<file path="config.mk">
export PLATFORM = sky130hd
export DESIGN_NAME = cmdseq_decoder
export DESIGN_NICKNAME = d
export VERILOG_FILES = /design/src/rtl/cmdseq_pkg.sv /design/src/rtl/cmdseq_match.sv /design/src/rtl/cmdseq_modes.sv /design/src/rtl/cmdseq_id_rom.sv /design/src/rtl/cmdseq_decoder.sv
export SDC_FILE = /design/constraint.sdc
export NUM_CORES = 1
export LEC_CHECK = 0
export ABC_AREA = 1
export BUFFER_PORTS_ARGS = -buffer_cell sky130_fd_sc_hd__buf_2
export CAP_MARGIN = 20
export CORE_MARGIN = 1.5
export CORE_UTILIZATION = 38
export DETAILED_ROUTE_END_ITERATION = 8
export PLACE_DENSITY = 0.71
export SLEW_MARGIN = 10
export SYNTH_ARGS = -nofsm -noshare
export SYNTH_HDL_FRONTEND = slang
export SYNTH_HIERARCHICAL = 1
export SYNTH_SLANG_ARGS = --single-unit
</file>
<file path="constraint.sdc">
create_clock -name clk -period 1.1 [get_ports clk]
set_input_delay 0.22 -clock clk [delete_from_list [all_inputs] [get_ports clk]]
set_output_delay 0.22 -clock clk [all_outputs]
set_load 0.02 [all_outputs]
</file>
<file path="src/rtl/cmdseq_pkg.sv">
package cmdseq_pkg;
    localparam int CMD_AW = 15;
    localparam int DW     = 8;

    localparam logic [CMD_AW-1:0] ADR_KEY_A = 15'h5555;
    localparam logic [CMD_AW-1:0] ADR_KEY_B = 15'h2AAA;
    localparam logic [CMD_AW-1:0] ADR_LO    = 15'h0000;
    localparam logic [CMD_AW-1:0] ADR_HI    = 15'h7FFF;

    localparam logic [DW-1:0] DAT_KEY_A  = 8'hAA;
    localparam logic [DW-1:0] DAT_KEY_B  = 8'h55;
    localparam logic [DW-1:0] OP_ARM     = 8'hA0;
    localparam logic [DW-1:0] OP_EXT     = 8'h80;
    localparam logic [DW-1:0] OP_ID_IN   = 8'h90;
    localparam logic [DW-1:0] OP_ID_OUT  = 8'hF0;
    localparam logic [DW-1:0] OP_UNPROT  = 8'h20;
    localparam logic [DW-1:0] OP_LOCK    = 8'h40;
    localparam logic [DW-1:0] OP_ERASE   = 8'h10;
    localparam logic [DW-1:0] SEL_LO_DAT = 8'h00;
    localparam logic [DW-1:0] SEL_HI_DAT = 8'hFF;

    typedef enum logic [3:0] {
        ST_IDLE,
        ST_K1,
        ST_K2,
        ST_X1,
        ST_X2,
        ST_X3,
        ST_LKSEL,
        ST_ARMED
    } seq_state_t;
endpackage

</file>
<file path="src/rtl/cmdseq_match.sv">
module cmdseq_match
    import cmdseq_pkg::*;
(
    input  logic [CMD_AW-1:0] addr,
    input  logic [DW-1:0]     data,
    output logic              hit_key_a,
    output logic              hit_key_b,
    output logic              at_code,
    output logic              sel_lo,
    output logic              sel_hi
);
    always_comb begin
        at_code   = (addr == ADR_KEY_A);
        hit_key_a = at_code && (data == DAT_KEY_A);
        hit_key_b = (addr == ADR_KEY_B) && (data == DAT_KEY_B);
        sel_lo    = (addr == ADR_LO) && (data == SEL_LO_DAT);
        sel_hi    = (addr == ADR_HI) && (data == SEL_HI_DAT);
    end
endmodule

</file>
<file path="src/rtl/cmdseq_modes.sv">
module cmdseq_modes (
    input  logic clk,
    input  logic rst_n,
    input  logic pend_on,
    input  logic pend_off,
    input  logic apply,
    input  logic id_on,
    input  logic id_off,
    input  logic lk_lo_set,
    input  logic lk_hi_set,
    output logic prot_on,
    output logic id_mode,
    output logic lock_lo,
    output logic lock_hi
);
    logic prot_pend;

    always_ff @(posedge clk or negedge rst_n) begin
        if (!rst_n) begin
            prot_pend <= 1'b0;
            prot_on   <= 1'b0;
            id_mode   <= 1'b0;
            lock_lo   <= 1'b0;
            lock_hi   <= 1'b0;
        end else begin
            if (pend_on)
                prot_pend <= 1'b1;
            else if (pend_off)
                prot_pend <= 1'b0;
            if (apply)
                prot_on <= prot_pend;
            if (id_on)
                id_mode <= 1'b1;
            else if (id_off)
                id_mode <= 1'b0;
            if (lk_lo_set)
                lock_lo <= 1'b1;
            if (lk_hi_set)
                lock_hi <= 1'b1;
        end
    end
endmodule

</file>
<file path="src/rtl/cmdseq_id_rom.sv">
module cmdseq_id_rom
    import cmdseq_pkg::*;
#(
    parameter int            ARR_AW   = 19,
    parameter logic [DW-1:0] MFR_CODE = 8'h1F,
    parameter logic [DW-1:0] DEV_CODE = 8'hA4
) (
    input  logic              id_mode,
    input  logic              lock_lo,
    input  logic              lock_hi,
    input  logic [ARR_AW-1:0] rd_addr,
    output logic [DW-1:0]     rd_data
);
    localparam int UPW = ARR_AW - 4;

    logic upper_hit;
    assign upper_hit = (rd_addr[ARR_AW-1:4] == {UPW{1'b1}}) && (rd_addr[3:0] == 4'h2);

    always_comb begin
        rd_data = '0;
        if (id_mode) begin
            if (rd_addr == ARR_AW'(0))
                rd_data = MFR_CODE;
            else if (rd_addr == ARR_AW'(1))
                rd_data = DEV_CODE;
            else if (rd_addr == ARR_AW'(2))
                rd_data = {{(DW-1){1'b1}}, lock_lo};
            else if (upper_hit)
                rd_data = {{(DW-1){1'b1}}, lock_hi};
        end
    end
endmodule

</file>
<file path="src/rtl/cmdseq_decoder.sv">
module cmdseq_decoder
    import cmdseq_pkg::*;
#(
    parameter int            ARR_AW   = 19,
    parameter logic [DW-1:0] MFR_CODE = 8'h1F,
    parameter logic [DW-1:0] DEV_CODE = 8'hA4
) (
    input  logic              clk,
    input  logic              rst_n,
    input  logic              ld_valid,
    input  logic [CMD_AW-1:0] ld_addr,
    input  logic [DW-1:0]     ld_data,
    input  logic              prog_done,
    input  logic [ARR_AW-1:0] rd_addr,
    output logic              wr_grant,
    output logic              wr_dummy,
    output logic              erase_req,
    output logic              prot_on,
    output logic              id_mode,
    output logic              lock_lo,
    output logic              lock_hi,
    output logic [DW-1:0]     id_rd_data
);
    seq_state_t state, nxt;

    logic hit_key_a, hit_key_b, at_code, sel_lo, sel_hi;
    logic take_data, pend_on, pend_off, id_on, id_off;
    logic lk_lo_set, lk_hi_set, erase_hit, apply;

    cmdseq_match u_match (
        .addr      (ld_addr),
        .data      (ld_data),
        .hit_key_a (hit_key_a),
        .hit_key_b (hit_key_b),
        .at_code   (at_code),
        .sel_lo    (sel_lo),
        .sel_hi    (sel_hi)
    );

    always_comb begin
        nxt       = state;
        take_data = 1'b0;
        pend_on   = 1'b0;
        pend_off  = 1'b0;
        id_on     = 1'b0;
        id_off    = 1'b0;
        lk_lo_set = 1'b0;
        lk_hi_set = 1'b0;
        erase_hit = 1'b0;
        if (state == ST_ARMED) begin
            take_data = ld_valid;
            if (prog_done)
                nxt = ST_IDLE;
        end else if (ld_valid) begin
            nxt = ST_IDLE;
            unique case (state)
                ST_IDLE: if (hit_key_a) nxt = ST_K1; else take_data = 1'b1;
                ST_K1:   if (hit_key_b) nxt = ST_K2; else take_data = 1'b1;
                ST_K2: begin
                    if (at_code && ld_data == OP_ARM) begin
                        nxt     = ST_ARMED;
                        pend_on = 1'b1;
                    end else if (at_code && ld_data == OP_ID_IN)
                        id_on = 1'b1;
                    else if (at_code && ld_data == OP_ID_OUT)
                        id_off = 1'b1;
                    else if (at_code && ld_data == OP_EXT)
                        nxt = ST_X1;
                    else
                        take_data = 1'b1;
                end
                ST_X1:   if (hit_key_a) nxt = ST_X2; else take_data = 1'b1;
                ST_X2:   if (hit_key_b) nxt = ST_X3; else take_data = 1'b1;
                ST_X3: begin
                    if (at_code && ld_data == OP_UNPROT) begin
                        nxt      = ST_ARMED;
                        pend_off = 1'b1;
                    end else if (at_code && ld_data == OP_LOCK)
                        nxt = ST_LKSEL;
                    else if (at_code && ld_data == OP_ERASE)
                        erase_hit = 1'b1;
                    else
                        take_data = 1'b1;
                end
                ST_LKSEL: begin
                    if (sel_lo)
                        lk_lo_set = 1'b1;
                    else if (sel_hi)
                        lk_hi_set = 1'b1;
                    else
                        take_data = 1'b1;
                end
                default: take_data = 1'b1;
            endcase
        end
    end

    assign apply = prog_done && (state == ST_ARMED);

    always_ff @(posedge clk or negedge rst_n) begin
        if (!rst_n)
            state <= ST_IDLE;
        else
            state <= nxt;
    end

    always_ff @(posedge clk or negedge rst_n) begin
        if (!rst_n) begin
            wr_grant  <= 1'b0;
            wr_dummy  <= 1'b0;
            erase_req <= 1'b0;
        end else begin
            wr_grant  <= take_data && ((state == ST_ARMED) || !prot_on);
            wr_dummy  <= take_data && (state != ST_ARMED) && prot_on;
            erase_req <= erase_hit && !(lock_lo || lock_hi);
        end
    end

    cmdseq_modes u_modes (
        .clk       (clk),
        .rst_n     (rst_n),
        .pend_on   (pend_on),
        .pend_off  (pend_off),
        .apply     (apply),
        .id_on     (id_on),
        .id_off    (id_off),
        .lk_lo_set (lk_lo_set),
        .lk_hi_set (lk_hi_set),
        .prot_on   (prot_on),
        .id_mode   (id_mode),
        .lock_lo   (lock_lo),
        .lock_hi   (lock_hi)
    );

    cmdseq_id_rom #(
        .ARR_AW   (ARR_AW),
        .MFR_CODE (MFR_CODE),
        .DEV_CODE (DEV_CODE)
    ) u_id (
        .id_mode (id_mode),
        .lock_lo (lock_lo),
        .lock_hi (lock_hi),
        .rd_addr (rd_addr),
        .rd_data (id_rd_data)
    );
endmodule

</file>
Yosys cells after proc, flatten, opt, wreduce, memory -nomap -nowiden. Cells that the tools add are included.

Register bits: 12. Word-level logic and storage cells: 137. Input bits: 46. Output and inout bits: 15.

Multiplexer cells: 71. Equality and inequality tests: 26. Reduce and logical (&&, ||, !) cells: 31.

Operator list (number): 2-to-1 mux 1 bit (52); equality test 8 bit (second input constant) (6); equality test 15 bit (second input constant) (3); 2-to-1 mux 8 bit (5); equality test 19 x 1 -> 1 bit (second input constant) (1); equality test 19 x 2 -> 1 bit (second input constant) (1); zero test 19 bit (1); one-hot mux 3 bit (6 select lines) (1); logical AND 1 bit (17); equality test 4 x 3 -> 1 bit (second input constant) (4); equality test 8 x 7 -> 1 bit (second input constant) (2); equality test 15 x 14 -> 1 bit (second input constant) (1); zero test 15 bit (1); 2-to-1 mux 3 bit (5); equality test 4 x 2 -> 1 bit (second input constant) (3); 2-to-1 mux 4 bit (3); equality test 8 x 5 -> 1 bit (second input constant) (1); equality test 8 x 6 -> 1 bit (second input constant) (1); zero test 8 bit (1); 2-to-1 mux 2 bit (4); nonzero test 2 bit (3); one-hot mux 1 bit (5 select lines) (1); equality test 4 x 1 -> 1 bit (second input constant) (1); zero test 4 bit (1); other kinds (6) (9).

Depth between registers and ports, before layout. Gate-level depths: netlist (run 1).

Depth in word-level cells: 11. Depth in mapped cells: 15. Depth with buffers taken out: 15.

By module. The synthesis (run 1) kept the hierarchy.

Modules (own cells, without submodules): cmdseq_decoder (instances 1, cells each 112, area an instance 610.6 um2); cmdseq_id_rom (instances 1, cells each 76, area an instance 366.6 um2); cmdseq_match (instances 1, cells each 62, area an instance 244.0 um2); cmdseq_modes (instances 1, cells each 19, area an instance 182.7 um2).

Worst setup path before layout (run 1). No wires, ideal clock.

Path kind: in2out. Start point: input port rd_addr[14]. End point: output port id_rd_data[7]. Arrival: 1.292 ns. Setup slack: -0.412 ns. Path buffers: 1. Data required time: 0.880 ns. Stages: 8. Path through: nor2_1 > nand2_1 > nor2_4 > nand3_4 > nand2_1 > nor2_1 > nor2_1 > buf_4.

Word-level cells in the longest chain between the ends: 7. Elaborated cells on any way between the ends: 10. Those cells by class: eq/ne: 3; mux: 5; reduce/logical: 2.

RTL lines: start: declaration (line cmdseq_decoder.sv:14) `input logic [ARR_AW-1:0] rd_addr,`; equality test 15 bit (line cmdseq_id_rom.sv:17) `assign upper_hit = (rd_addr[ARR_AW-1:4] == {UPW{1'b1}}) && (rd_addr[3:0] == 4'h2);`; logical AND 1 bit (line cmdseq_id_rom.sv:17); 2-to-1 mux 8 bit (line cmdseq_id_rom.sv:28) `else if (upper_hit)`; 2-to-1 mux 8 bit (line cmdseq_id_rom.sv:26) `else if (rd_addr == ARR_AW'(2))`; 2-to-1 mux 8 bit (line cmdseq_id_rom.sv:24) `else if (rd_addr == ARR_AW'(1))`; 2-to-1 mux 8 bit (*) (line cmdseq_id_rom.sv:22) `if (rd_addr == ARR_AW'(0))`; 2-to-1 mux 8 bit (*) (line cmdseq_id_rom.sv:21) `if (id_mode) begin`; end: declaration (line cmdseq_decoder.sv:22) `output logic [DW-1:0] id_rd_data`.

Every way passes the cells marked *; elsewhere a longest branch is shown, timed or not.

Worst setup path after layout (run 1).
Start point: input port rd_addr[5]. End point: output port id_rd_data[0].

The elaborated chain is that of the path after synthesis.

==> reports/results.txt, run 1 <==
The flow ran to the end, but the final reports show violations. The checks that failed: setup timing. The top fanout value on the critical path came out at 6.

The switching share of total power came out at 0.287. The die is 63.8 um wide. The min-delay analysis places its worst path in the category in2reg.

In this run the clock root is driven by a clkbuf_8. Setup repair after global routing could not meet its margin everywhere. Leaving out fill and tap cells, the most frequent cells in the layout are nand2_1, buf_6, inv_1, nor2_1, buf_4.

By area the synthesized netlist is led by nand2_1, dfrtp_1, nor2_1. The arrival time at the worst endpoint was 1280 ps. The final weighted congestion in routability-driven placement was 0.906; the post-synthesis average cell area was 5.22 um2. The area fraction of the dominant cell type after synthesis is 0.230. Walking the worst path, the cells encountered are buf_6 > nor2_4 > nand2_2 > nor2_4 > nand3_4 > nand2_1 > nand2_1 > nor2_2 > nor2_4 > buf_6.

nand2_1 takes more of the synthesized area than any other cell. Final max-slew violation count: 0. The tools report the final count of negative-setup-slack endpoints as 18.

The worst setup slack after placement is -556 ps, and the clock buffer count from CTS is 3. The net count after synthesis is 315, and the delay of the slowest cell on the worst path is 170 ps. Detailed placement ended at an HPWL of 3150 um. The pin slew with the least headroom to its limit was 310 ps; the total via count in the routed design was 1963. Most prevalent standard cell on the critical path: nor2_4. At the later pin of the worst-skew pair, clock insertion delay measures 240 ps. The total overflow left after global routing is 0. The proportion of power drawn by the clock network came out at 0.329. The number of global-route vias before repair is 1915.

The kind of end point of the critical path is a primary output. The detailed-route vias per instance came out at 4.70. The proportion of layout cells with a drive suffix above 1 came out at 0.530. The logs give 884 uW for the cell-internal power and 880 ps for the critical path required time. The largest net degree at the start of global routing was 12. The share of the cycle needed by the critical path after routing was 1.36. The total number of nets in the final design is 419, and the area growth from synthesis to layout is 92.9%. Across the routed clock network, the largest skew measured is 2.06 ps. For the initial antenna violation count, the log shows 0.

0 antenna diodes ended up in the layout. The synthesized netlist occupies a cell area of 1400 um2. The run gives 0.374 mV as the maximum ir drop on the vdd rail.

The number of nets with antenna violations after routing was 0. The die extent in y came out at 63.8 um. The synthesized netlist cell count was 269. Once placement completed, the tool counted placed cells totaling 403. Number of buffers added on ports: 60. The area of the die is 4070 um2. Counting distinct cell types in the post-synthesis netlist gives 21. The first global-routing pass estimated 7540 um of wire. The post-route worst setup slack was -397 ps. The worst setup path is of the in2out kind.

The first-iteration detailed-routing DRC count came out at 85. The layout has 232 filler cells. The number of cells in the finished layout apart from fillers came out at 418. For this design the total switching power over the nets is 355 uW. The logs give 0.793 for the normalized max-slew margin and 21 for the cell row count. The sequential-to-total area share from yosys stat was 0.196; the I/O pin count was 61. The global routing usage summed across all routing layers is 0.225, and the clock-pin slew of the registers on the worst-case setup and hold paths is 50 ps. The clock period minus final worst setup slack came out at 1500 ps.

Aggregate routed wire length: 4930 um. The run gives 2050 um2 as the post-placement cell area. The run gives 1 as the level count of the clock H-tree. The logic gate share of total power is 0.342. The sort of element at the start of the critical path was an input pin.

The region available for standard cell placement spans 3440 um2. The leakage power summed over all cells was 0.00138 uW; the number of warnings issued by yosys was 6. TritonCTS built the clock tree. Commonest non-fill, non-tap cell in the layout: nand2_1.

The effective utilization at floorplan came out at 0.408. The count of state elements after synthesis was 11; the summed negative setup slack over all endpoints was -4470 ps. The average detailed-routed wire length per instance is 11.8 um. The logs give 0 for the total DRC errors in the routed layout and 11 for the sink count of the clock tree. The logs give 2710 um2 for the post-layout instance area and 0 for the reported max-cap violation count. The run gives 0.329 as the share of power burned in registers. For this run, the top clock speed supported by timing is 668 MHz. Power spread over the standard cell area amounts to 458 nW/um2.

The tools report the maximum root-to-sink buffer count as 2. The tools report the first-pass iteration count of the detailed router as 4. For this design, the slowest cell found on the critical path is nor2_4. The run gives 0 as the final-report hold violation count.
[state kept, by name, summed over array words and instances (netlist names)]
name and cells:
erase_req 1, state 3, u_modes/id_mode 1, u_modes/lock_hi 1, u_modes/lock_lo 1, u_modes/prot_on 1, u_modes/prot_pend 1, wr_dummy 1
wr_grant 1
[stage by stage]
step           hold WS, ps  total power (uW)   util
6_report               358              1240  0.787
5_1_grt                388              1300  0.787
4_1_cts                320              1190  0.699
3_5_place_dp           104               721  0.595
3_3_place_gp          97.4               714  0.595
2_1_floorplan        -75.6               514      -
[routing by layer]
metal	GRT usage	wire length, um
met1	0.244	1850
met3	0.0264	177
met5	0	0
met2	0.457	2880
met4	0.0435	23
[final timing paths]
path | cells past startpoint | slack [ps] | end | from
min reg2reg | 2 | 500 | u_modes/prot_on | u_modes/prot_on
max in group asynchronous | 2 | 450 | u_modes/id_mode | rst_n
max | 10 | -400 | id_rd_data[0] | rd_addr[5]
min in group asynchronous | 2 | 420 | u_modes/prot_pend | rst_n
max reg2reg | 9 | -260 | wr_grant | state[2]
min | 5 | 360 | u_modes/prot_on | prog_done
[cells in the mapped netlist, drive strengths merged]
| cell | n |
|---|---|
| nand2 | 89 |
| nor2 | 71 |
| inv | 50 |
| nand3 | 21 |
| dfrtp | 11 |
| nand4 | 8 |
| o21ai | 5 |
| buf | 4 |
| nor4 | 3 |
| a21oi | 2 |
| nor3 | 2 |
| or2 | 2 |
| o211ai | 1 |
[kinds of logic after synthesis]
family                 after synthesis  synth area share
buffers and inverters               54             0.158
DFF                                 11             0.196
and+or+nand+nor                    196             0.616
AOI/OAI and AO/OA                    8            0.0303
[worst max-delay path, delay by kind of cell]
| kind | cells | cell delay, ps |
|---|---|---|
| buf+inv | 2 | 220 |
| simple gates | 8 | 820 |
[what timing repair did]
item | in CTS | in global routing
endpoints found under the hold margin | 11 | 0
pin swaps | 44 | 37
gates resized for setup | 74 | 64
setup endpoints to repair | 21 | 21
buffers inserted | 4 | 7
hold buffers | 1 | 0
[cell type report]
class,instances,area [um2],share of cell area
Multi-Input combinational cell,204,1250,0.462
Clock buffer,4,45.0,0.0166
Tap cell,46,57.6,0.0213
Sequential cell,11,280,0.104
Timing Repair Buffer,103,878,0.324
Inverter,50,195,0.0721
[power groups by stage]
stage	sequential (uW)	clock (uW)	combinational, uW
after floorplan	417	0	97.4
after global placement	414	0	300
after detailed placement	414	0	306
after CTS	408	402	377
after global routing	407	433	464
final	407	408	424
No activity file was read; power rests on OpenSTA's default activity.
==> run 2: changes to the inputs <==
--- a/config.mk
+++ b/config.mk
@@ -8,10 +8,10 @@
 export ABC_AREA = 1
 export BUFFER_PORTS_ARGS = -buffer_cell sky130_fd_sc_hd__buf_2
 export CAP_MARGIN = 20
-export CORE_MARGIN = 1.5
-export CORE_UTILIZATION = 38
+export CORE_MARGIN = 2
+export CORE_UTILIZATION = 43
 export DETAILED_ROUTE_END_ITERATION = 8
-export PLACE_DENSITY = 0.71
+export PLACE_DENSITY = 0.78
 export SLEW_MARGIN = 10
 export SYNTH_ARGS = -nofsm -noshare
 export SYNTH_HDL_FRONTEND = slang
==> reports/results.txt, run 2 (synthesized netlist as in run 1, its figures left out) <==
Number of nets with antenna violations after routing: 0 (unchanged). The tools report the global-route wire length before repair as 6930 um (-8.1%). The worst setup slack after placement came out at -571 ps (-14.4 ps).

The normalized max-slew margin was 0.787 (-0.00537); the power per cell area was 418 nW/um2 (-8.6%). Total via count in the routed design: 2101 (+7.0%). The clock-pin slew of the registers on the worst-case setup and hold paths is 60 ps (about the same), and the first-iteration detailed-routing DRC count is 102 (+20%).

The number of cells in the finished layout apart from fillers was 419 (+0.24%); the arrival time at the worst endpoint was 1290 ps (about the same). The signal on the critical path passes through buf_6 > buf_4 > nand2_1 > nor2_1 > nand2_1 > nor2_1 > nand2_1 > nand3_2 > nand2_4 > nor2_4 > buf_6. The logs give 405 (+0.50%) for the placed instance count and 0 (unchanged) for the final-report hold violation count. The total DRC errors in the routed layout was 0 (unchanged); the level count of the clock H-tree was 1 (unchanged). The worst hold-check slack came out at 332 ps (-25.3 ps).

The run gives -412 ps (-14.8 ps) as the post-route worst setup slack. The first-pass iteration count of the detailed router came out at 4 (unchanged). In this run the worst hold path is classified as in2reg. The die boundary width was 61.1 um (-4.1%). The logs give 0.456 (+0.0482) for the effective utilization at floorplan and 3100 um (-1.5%) for the total half-perimeter wirelength after legalization and detailed placement. The maximum ir drop on the vdd rail is 0.450 mV (+20%), and the share of the cycle needed by the critical path after routing is 1.37 (+0.0135). The top cell types in the final layout, fill and taps aside, are nand2_1, buf_4, inv_1, buf_6, nor2_1. The logs give 661 MHz (-0.98%) for the maximum frequency from static timing analysis and 3080 um2 (-11%) for the area of the core region.

The I/O pin count is 61 (unchanged). The proportion of layout cells with a drive suffix above 1 is 0.533 (+0.00376). For the largest net degree at the start of global routing, the log shows 12 (unchanged). The setup slack of the worst register-to-register path is -240 ps (+20 ps), and the average detailed-routed wire length per instance is 12.7 um (+7.6%). The initial antenna violation count came out at 0 (unchanged).

The clock period minus final worst setup slack was 1510 ps (+14.8 ps). The tools report the fraction of the core area covered by cells at the end of the flow as 0.865 (+0.0788). The final max-slew violation count was 0 (unchanged). The aggregate routed wire length came out at 5320 um (+7.8%). The detailed-route vias per instance was 5.01 (+6.8%). The launch instance of the worst register-to-register path was state[2]. Reg-to-reg endpoint: wr_dummy. The run finished, with violations left. The post-layout instance area is 2660 um2 (-1.6%). The root buffer cell chosen for the clock tree is clkbuf_4. For the sink count of the clock tree, the log shows 11 (unchanged). The cell that appears most often on the critical path is nand2_1.

The run gives 0 (unchanged) as the reported max-cap violation count. The area growth from synthesis to layout is 89.8%. The depth of the most critical reg-to-reg path came out at 9 (unchanged). The flip-flop count of the largest register after layout is 3 (unchanged), and the leakage power summed over all cells is 0.00135 uW (-1.8%). The type of the worst setup path was in2out.

The sort of element at the start of the critical path was an input pin. The tools report the number of antenna cells inserted as 0 (unchanged). The run gives 0.882 (-2.6%) as the final weighted congestion in routability-driven placement.

For the sum of overflow across all layers after global routing, the log shows 0 (unchanged). The tools report the post-placement cell area as 2080 um2 (+1.3%). The largest individual stage delay along the critical path comes from the cell nor2_1. The library cell used most frequently in the layout, excluding fill and tap cells, is nand2_1. The number of buffers added on ports is 60 (unchanged). The kind of end point of the critical path was a primary output. The delay of the slowest cell on the worst path was 160 ps (about the same); the critical path required time was 880 ps (about the same).

Total number of nets in the final design: 422 (+0.72%). The checks that failed: setup timing. The die extent in y is 61.1 um (-4.1%).

Clock buffer count from CTS: 3 (unchanged). The number of global-route vias before repair was 1822 (-4.9%). The maximum root-to-sink buffer count was 2 (unchanged). The global routing usage summed across all routing layers is 0.243 (+0.0183), and the source-to-sink clock delay at the later pin of the worst-skew pair is 270 ps (+30 ps). Area of the die: 3740 um2 (-8.1%). TritonCTS built the clock tree. The pin slew with the least headroom to its limit is 318 ps (+8.02 ps). More flip-flops sit in one register than any other, and that register is state.

The final clock skew was 2.14 ps (+0.0797 ps). Setup repair after global routing could not meet its margin everywhere. The top fanout value on the critical path came out at 2 (-4).

The launch point of the worst path was rd_addr[14]. The logs give 20 (+2) for the final count of negative-setup-slack endpoints and 20 (-4.8%) for the cell row count. The tools report the critical path capture point as id_rd_data[0].
[run 2: cell types whose count changed in the layout (fill, tap and decap cells not counted), sizes merged]
cell,delta
buf,+3
[run 2: area by class of cell]
type                    count  area (um2)
well taps                  44        55.1
repair buffers            106         878
clock buffers               4        26.3
multi-input cells         204        1230
fillers                   171         414
inverters                  50         195
flip-flops and latches     11         279
[run 2: metal layers]
| layer | vias up | wire length [um] | GRT usage |
|---|---|---|---|
| met5 | - | 0 | 0 |
| met4 | 0 | 96 | 0.0901 |
| met3 | 14 | 205 | 0.0336 |
| met2 | 77 | 3070 | 0.502 |
| met1 | 982 | 1940 | 0.238 |
| li1 | 1028 | - | - |
[run 2: how the worst min path moves through the flow]
stage,startpoint,depth (start not counted),slack (ps),end
floorplan,rst_n,0,-80,erase_req
global placement,rst_n,1,100,wr_dummy
detailed placement,rst_n,1,100,wr_grant
CTS,prog_done,5,300,u_modes/prot_on
global route,ld_valid,4,350,wr_grant
finish,prog_done,5,330,u_modes/prot_on
[run 2: power by group]
group	leakage [uW]	switching, uW	internal, uW	total, uW
Sequential	0.000146	0.465	406	407
Combinational	0.00119	213	222	435
Clock	0.0000150	132	141	273
Total	0.00135	346	769	1110
[run 2: per-stage QoR]
stage | setup TNS, ps | total power (uW)
2_1_floorplan | -2290 | 514
3_3_place_gp | -6590 | 717
3_5_place_dp | -6990 | 724
4_1_cts | -3460 | 1040
5_1_grt | -5590 | 1170
6_report | -4480 | 1110
[run 2: what timing repair did]
| item | 4_1_cts | 5_1_grt |
|---|---|---|
| endpoints found under the setup margin | 21 | 22 |
| gates cloned | 0 | 0 |
| setup buffers | 4 | 5 |
| pin swaps | 34 | 50 |
| hold buffers | 1 | 0 |
| hold endpoints to repair | 11 | 0 |
| resized for setup | 60 | 71 |
[run 2: worst max-delay path: cells and delay by family]
family	cells	cell delay, ps
and+or+nand+nor	8	770
buffers and inverters	3	290
